`src/rtl/sar_conv_pkg.sv`:
```
package sar_conv_pkg;
  localparam int CTRL_W = 8;
  localparam int RES_W = 8;
  localparam int CH_W = 3;
  localparam int SAMPLE_CYC = 7;
  localparam int IDX_W = $clog2(RES_W);
  localparam int CH_HI = 7;
  localparam int CH_LO = 5;
  localparam int MD_HI = 4;
  localparam int MD_LO = 3;
  localparam int PS_HI = 2;
  localparam int PS_LO = 1;
  localparam int BUSY_BIT = 0;
  localparam int PH_RST = 0;
  localparam int PH_DEC0 = SAMPLE_CYC + 1;
  localparam int PH_LOAD = SAMPLE_CYC + RES_W + 1;
  localparam int PH_GAP = PH_LOAD + 1;
  localparam int PH_W = $clog2(PH_GAP + 1);
  localparam int DIV_W = 4;

  typedef enum logic [1:0] {
    MODE_SE_ONE = 2'b00,
    MODE_SE_RUN = 2'b01,
    MODE_DF_ONE = 2'b10,
    MODE_DF_RUN = 2'b11
  } convMode_e;

  typedef struct packed {
    logic             clrAcc;
    logic             trialEn;
    logic             decide;
    logic [IDX_W-1:0] bitIdx;
    logic             load;
  } dpStrobe_t;
endpackage

```
`src/rtl/sar_conv_presc.sv`:
```
module sar_conv_presc
  import sar_conv_pkg::*;
(
  input  logic       clk,
  input  logic       rstN,
  input  logic       run,
  input  logic       restart,
  input  logic [1:0] sel,
  output logic       tick,
  output logic       convClk
);
  logic [DIV_W-1:0] cnt;
  logic [DIV_W-1:0] divVal;

  always_comb begin
    unique case (sel)
      2'b00:   divVal = DIV_W'(2);
      2'b01:   divVal = DIV_W'(4);
      2'b10:   divVal = DIV_W'(6);
      default: divVal = DIV_W'(12);
    endcase
  end

  assign tick    = run && (cnt == divVal - DIV_W'(1));
  assign convClk = run && (cnt < (divVal >> 1));

  always_ff @(posedge clk) begin
    if (!rstN) cnt <= '0;
    else if (restart || !run || tick) cnt <= '0;
    else cnt <= cnt + DIV_W'(1);
  end


  idle_cnt_chk: assert property (@(posedge clk) disable iff (!rstN)
    !run |=> (cnt == '0));
endmodule

```
`src/rtl/sar_conv_ctrl.sv`:
```
module sar_conv_ctrl
  import sar_conv_pkg::*;
(
  input  logic              clk,
  input  logic              rstN,
  input  logic              wrEn,
  input  logic [CTRL_W-1:0] wrData,
  input  logic              haltReq,
  input  logic              tick,
  output logic [CTRL_W-1:0] ctrlReg,
  output logic              run,
  output logic              restart,
  output logic              active,
  output logic              sampleOn,
  output logic [CH_W-1:0]   posSel,
  output logic [CH_W-1:0]   negSel,
  output logic              diffEn,
  output logic [1:0]        prescSel,
  output dpStrobe_t         st
);
  logic [CTRL_W-1:0] ctrlQ;
  logic [PH_W-1:0]   phase;
  logic [PH_W-1:0]   bitIdxW;
  logic busy, contMode, stopWr, loadWr, lastTick;
  logic inGap, inSample, inDecide;
  convMode_e mode;

  assign mode     = convMode_e'(ctrlQ[MD_HI:MD_LO]);
  assign busy     = ctrlQ[BUSY_BIT];
  assign contMode = (mode == MODE_SE_RUN) || (mode == MODE_DF_RUN);
  assign diffEn   = (mode == MODE_DF_ONE) || (mode == MODE_DF_RUN);
  assign posSel   = ctrlQ[CH_HI:CH_LO];
  assign negSel   = diffEn ? (posSel ^ CH_W'(1)) : '0;
  assign prescSel = ctrlQ[PS_HI:PS_LO];
  assign ctrlReg  = ctrlQ;

  assign stopWr   = wrEn && busy && !wrData[BUSY_BIT];
  assign loadWr   = wrEn && !busy;
  assign inGap    = (phase == PH_W'(PH_GAP));
  assign inSample = (phase > PH_W'(PH_RST)) && (phase < PH_W'(PH_DEC0));
  assign inDecide = (phase >= PH_W'(PH_DEC0)) && (phase < PH_W'(PH_LOAD));
  assign lastTick = tick && (phase == PH_W'(PH_LOAD));

  assign run      = busy && !haltReq;
  assign restart  = stopWr;
  assign active   = run && !inGap;
  assign sampleOn = active && inSample;

  assign bitIdxW    = PH_W'(PH_LOAD - 1) - phase;
  assign st.clrAcc  = tick && (phase == PH_W'(PH_RST));
  assign st.trialEn = inDecide;
  assign st.decide  = tick && inDecide;
  assign st.bitIdx  = bitIdxW[IDX_W-1:0];
  assign st.load    = lastTick && !stopWr;

  always_ff @(posedge clk) begin
    if (!rstN) begin
      ctrlQ <= '0;
      phase <= '0;
    end else begin
      if (loadWr) ctrlQ <= wrData;
      else if (stopWr) ctrlQ[BUSY_BIT] <= 1'b0;
      else if (lastTick && !contMode) ctrlQ[BUSY_BIT] <= 1'b0;

      if (!busy || haltReq || stopWr) phase <= '0;
      else if (tick) begin
        if (lastTick) phase <= contMode ? PH_W'(PH_GAP) : PH_W'(PH_RST);
        else if (inGap) phase <= PH_W'(PH_RST);
        else phase <= phase + PH_W'(1);
      end
    end
  end


  field_lock_chk: assert property (@(posedge clk) disable iff (!rstN)
    (busy && wrEn) |=> (ctrlQ[CTRL_W-1:1] == $past(ctrlQ[CTRL_W-1:1])));

  single_done_chk: assert property (@(posedge clk) disable iff (!rstN)
    (lastTick && !contMode) |=> !ctrlQ[BUSY_BIT]);

  cont_gap_chk: assert property (@(posedge clk) disable iff (!rstN)
    (lastTick && contMode && !stopWr) |=> (ctrlQ[BUSY_BIT] && !active));

  sample_entry_chk: assert property (@(posedge clk) disable iff (!rstN)
    $rose(sampleOn) |-> ($past(phase) == PH_W'(PH_RST)));
endmodule

```
`src/rtl/sar_conv_dp.sv`:
```
module sar_conv_dp
  import sar_conv_pkg::*;
(
  input  logic             clk,
  input  logic             rstN,
  input  dpStrobe_t        st,
  input  logic             cmpIn,
  output logic [RES_W-1:0] dacCode,
  output logic [RES_W-1:0] result
);
  logic [RES_W-1:0] acc;
  logic [RES_W-1:0] trialMask;

  assign trialMask = st.trialEn ? (RES_W'(1) << st.bitIdx) : '0;
  assign dacCode   = acc | trialMask;

  always_ff @(posedge clk) begin
    if (!rstN) begin
      acc    <= '0;
      result <= '0;
    end else begin
      if (st.clrAcc) acc <= '0;
      else if (st.decide) acc[st.bitIdx] <= cmpIn;
      if (st.load) result <= acc;
    end
  end


  result_hold_chk: assert property (@(posedge clk) disable iff (!rstN)
    (result != $past(result)) |-> $past(st.load));

  msb_first_chk: assert property (@(posedge clk) disable iff (!rstN)
    $rose(st.trialEn) |-> (dacCode == (RES_W'(1) << (RES_W - 1))));
endmodule

```
`src/rtl/sar_conv_seq.sv`:
```
module sar_conv_seq
  import sar_conv_pkg::*;
(
  input  logic              clk,
  input  logic              rstN,
  input  logic              wrEn,
  input  logic [CTRL_W-1:0] wrData,
  input  logic              haltReq,
  input  logic              cmpIn,
  output logic [CTRL_W-1:0] ctrlReg,
  output logic [RES_W-1:0]  result,
  output logic              adcClk,
  output logic              adcActive,
  output logic              sampleOn,
  output logic [RES_W-1:0]  dacCode,
  output logic [CH_W-1:0]   posSel,
  output logic [CH_W-1:0]   negSel,
  output logic              diffEn
);
  logic       run, restart, tick;
  logic [1:0] prescSel;
  dpStrobe_t  st;

  sar_conv_ctrl u_ctrl (
    .clk(clk), .rstN(rstN), .wrEn(wrEn), .wrData(wrData), .haltReq(haltReq),
    .tick(tick), .ctrlReg(ctrlReg), .run(run), .restart(restart),
    .active(adcActive), .sampleOn(sampleOn), .posSel(posSel), .negSel(negSel),
    .diffEn(diffEn), .prescSel(prescSel), .st(st)
  );

  sar_conv_presc u_presc (
    .clk(clk), .rstN(rstN), .run(run), .restart(restart), .sel(prescSel),
    .tick(tick), .convClk(adcClk)
  );

  sar_conv_dp u_dp (
    .clk(clk), .rstN(rstN), .st(st), .cmpIn(cmpIn),
    .dacCode(dacCode), .result(result)
  );
endmodule

```
`config.mk`:
```
export PLATFORM = sky130hd
export DESIGN_NAME = sar_conv_seq
export DESIGN_NICKNAME = d
export VERILOG_FILES = /design/src/rtl/sar_conv_pkg.sv /design/src/rtl/sar_conv_presc.sv /design/src/rtl/sar_conv_ctrl.sv /design/src/rtl/sar_conv_dp.sv /design/src/rtl/sar_conv_seq.sv
export SDC_FILE = /design/constraint.sdc
export NUM_CORES = 1
export LEC_CHECK = 0
export ABC_AREA = 1
export BUFFER_PORTS_ARGS = -buffer_cell sky130_fd_sc_hd__buf_2
export CORE_UTILIZATION = 45
export DETAILED_ROUTE_END_ITERATION = 6
export HOLD_SLACK_MARGIN = 0.06
export PLACE_DENSITY = 0.72
export SYNTH_ARGS = -nofsm -noshare
export SYNTH_HDL_FRONTEND = slang
export SYNTH_SLANG_ARGS = --single-unit
```
`constraint.sdc`:
```
create_clock -name clk -period 4.27 [get_ports clk]
set_clock_uncertainty 0.2 [all_clocks]
set_input_delay 0.854 -clock clk [delete_from_list [all_inputs] [get_ports clk]]
set_output_delay 0.854 -clock clk [all_outputs]
set_load 0.05 [all_outputs]
```
==> metrics <==
largest net degree at the start of global routing=19; Core Area=just over 0.004 mm^2; Setup crit start=u_ctrl.phase[0]; die outline width=between 60 and 70 um; Syn Nets=between 300 and 400; Gate Count Post-Synth=slightly below 300; dpl hpwl=3240 um; clk buf depth=2; Layout Utilization=55.2%; Reg-to-Reg End=u_dp.result[6]; Worst Hold Class=reg2reg; CTS Buf Count=5; FMAX=332 MHz; unrepaired setup endpoints after global routing=false; Crit Path Category=reg2out; Post-synth top flop=dfxtp_1; final hold violations=0; Synth warnings=0; max_cap viols=0; max-slew violations=0; Final Setup Violations=0; # IOs=47; wire length per cell=between 10 and 15 um; vias in the first global route=1661; DR vias=roughly 1900; port buffer count=46; Final Wtd Congestion=0.860; initial DRC count=99; Reg clk slew, reported paths=roughly 0.070 ns; Async SR Flop Fraction=0%; All-Layer GR Usage=a little over a fifth; clk_lat worst skew=0.29 ns; H-Tree Depth=2; Least-Margin Pin Slew=roughly 0.53 ns; Rows=23; Peak VDD IR=approximately 220 uV; sequential share of the synthesized area=between 30% and 40%; setup TNS=0 ns; post-synth cell types=32; design area=~0.0023 mm^2; global route overflow=0; Post-synth EDFFs=0; Inst Count DP=380; # clock sinks=33; initial antenna violation count=0; Pwr Total=around 0.00064 W; DR vias/cell=4.90; r2r setup slk=~2.3 ns; crit share post-route=70.5%; CTS tree=built; Area Overhead vs Synth=14.7%; clock root buffer=clkbuf_8; # hold bufs at CTS=0; synthesized area per cell=roughly 6.7 um^2; r2r startpoint=u_ctrl.phase[0]; P_leak=about 1.2 nW; drt total wl=approximately 4300 um; Die Area=0.00467 mm^2; Starting Density=between 40% and 50%; share of cells above drive strength 1=a little under a quarter; Die Ht=a little under 70 um; antenna-violating nets left=0; sequential cell area=661 um^2; status=finished clean; Startpoint Class=flop; Multi-input gate area=around 0.0011 mm^2; DRC violations left=0; R2R depth=9; Net count, final=between 300 and 400; 1st-pass router iterations=4; maximum fanout along the worst path=8; final std cells w/o fill=between 300 and 400; Resized cells post-CTS=0; PwrDens=~280 mW/mm^2; mapped cell area=0.00198 mm^2; Post-CTS Setup Bufs=0; Slew HR=64.2%; crit path capture type=output port; Critical Path RT=between 3 and 4 ns; crit path DAT=around 2.0 ns; global-route wire length before repair=just over 7000 um; FILL cells=about 420; Period minus WS final=about 3.0 ns; CP endpoint=sampleOn; Synth Register Bits=33; diode count=0; Placed Instance Area=approximately 0.0022 mm^2
## registers in the layout, summed over array words and instances, names as in the netlist
name,count
u_presc.cnt,4
u_ctrl.ctrlReg,8
u_dp.acc,8
u_ctrl.phase,5
u_dp.result,8
## per-stage QoR
step / worst slack, ns / hold WS, ns
floorplan: 0.322 / 0.241
global placement: 1.47 / 0.270
detailed placement: 1.43 / 0.268
CTS: 1.26 / 0.279
global route: 1.15 / 0.308
finish: 1.26 / 0.275
## Yosys cell counts (2+ instances only)
library cell / count / area, um^2
nand2_4: 2 / 22.5
clkinv_1: 2 / 7.51
nand2_1: 63 / 236
nor4_1: 2 / 12.5
nand2_2: 8 / 50.1
nor3_1: 2 / 10.0
nor2_1: 55 / 206
nand4_1: 10 / 62.6
buf_4: 4 / 30.0
inv_2: 5 / 18.8
ha_1: 9 / 113
inv_1: 35 / 131
o21ai_0: 10 / 50.1
a31o_2: 2 / 17.5
clkbuf_1: 3 / 11.3
a21oi_1: 10 / 50.1
dfxtp_1: 33 / 661
o21a_1: 2 / 15.0
o31ai_1: 2 / 15.0
nor2_2: 6 / 37.5
buf_6: 3 / 33.8
nand3_1: 17 / 85.1
buf_2: 2 / 10.0
## cells by family after synthesis
| logic type | after synthesis | synth area share, % |
|---|---|---|
| AND/OR/NAND/NOR | 168 | 39.0 |
| buffers and inverters | 55 | 12.5 |
| flip-flops | 33 | 33.4 |
| AO/OA/AOI/OAI | 29 | 8.59 |
| adder cells (fa/ha/maj) | 9 | 5.69 |
| XOR/XNOR | 2 | 0.885 |
## critical path: stages (launching register included)
cell and delay [ns]:
dfxtp_1 0.47, inv_1 0.20, ha_1 0.26, nand2_2 0.10
nor2_1 0.06, nor4_1 0.25, buf_2 0.32
## power breakdown
part | switching [W] | internal [W]
clock | 0.000117 | 0.000113
combinational | 0.0000698 | 0.0000217
sequential | 0.00000965 | 0.000314
## worst min-delay path by stage
stage | from | end | slack [ns] | cells after the start
floorplan | u_presc.cnt[0] | u_presc.cnt[0] | 0.24 | 1
global placement | u_dp.acc[2] | u_dp.acc[2] | 0.27 | 2
detailed placement | u_dp.acc[2] | u_dp.acc[2] | 0.27 | 2
CTS | u_dp.acc[2] | u_dp.acc[2] | 0.28 | 2
global route | u_dp.acc[2] | u_dp.acc[2] | 0.31 | 2
finish | u_dp.acc[2] | u_dp.acc[2] | 0.28 | 2
## routing by layer
metal / part of all wire (%) / vias up / track usage (%)
li1: - / 1004 / -
met1: 48 / 825 / 25.8
met2: 45 / 64 / 34.6
met3: 5.2 / 9 / 4.67
met4: 1.9 / 0 / 9.38
met5: 0 / - / 0
## cell type report
type                       instances  area share [%]
timing repair buffer              46            10.1
inverter                          43            7.16
sequential                        33            29.1
clock inverter                     2           0.441
clock buffer                       6            3.20
multi-input combinational        208            47.2
tap                               50            2.75
## placed cells by master (no fill, tap or decap), types with 3 or more instances in the layout
cell type and n:
nand3_1 17, nand2_1 63, ha_1 9, inv_2 5, nand2_2 8, clkinv_2 3
dfxtp_1 33, nand4_1 10, nor2_2 6, inv_1 35, a21oi_1 10, buf_2 46
o21ai_0 10, clkbuf_8 5, nor2_1 55
Note: power is estimated with default switching activity, not from simulation.
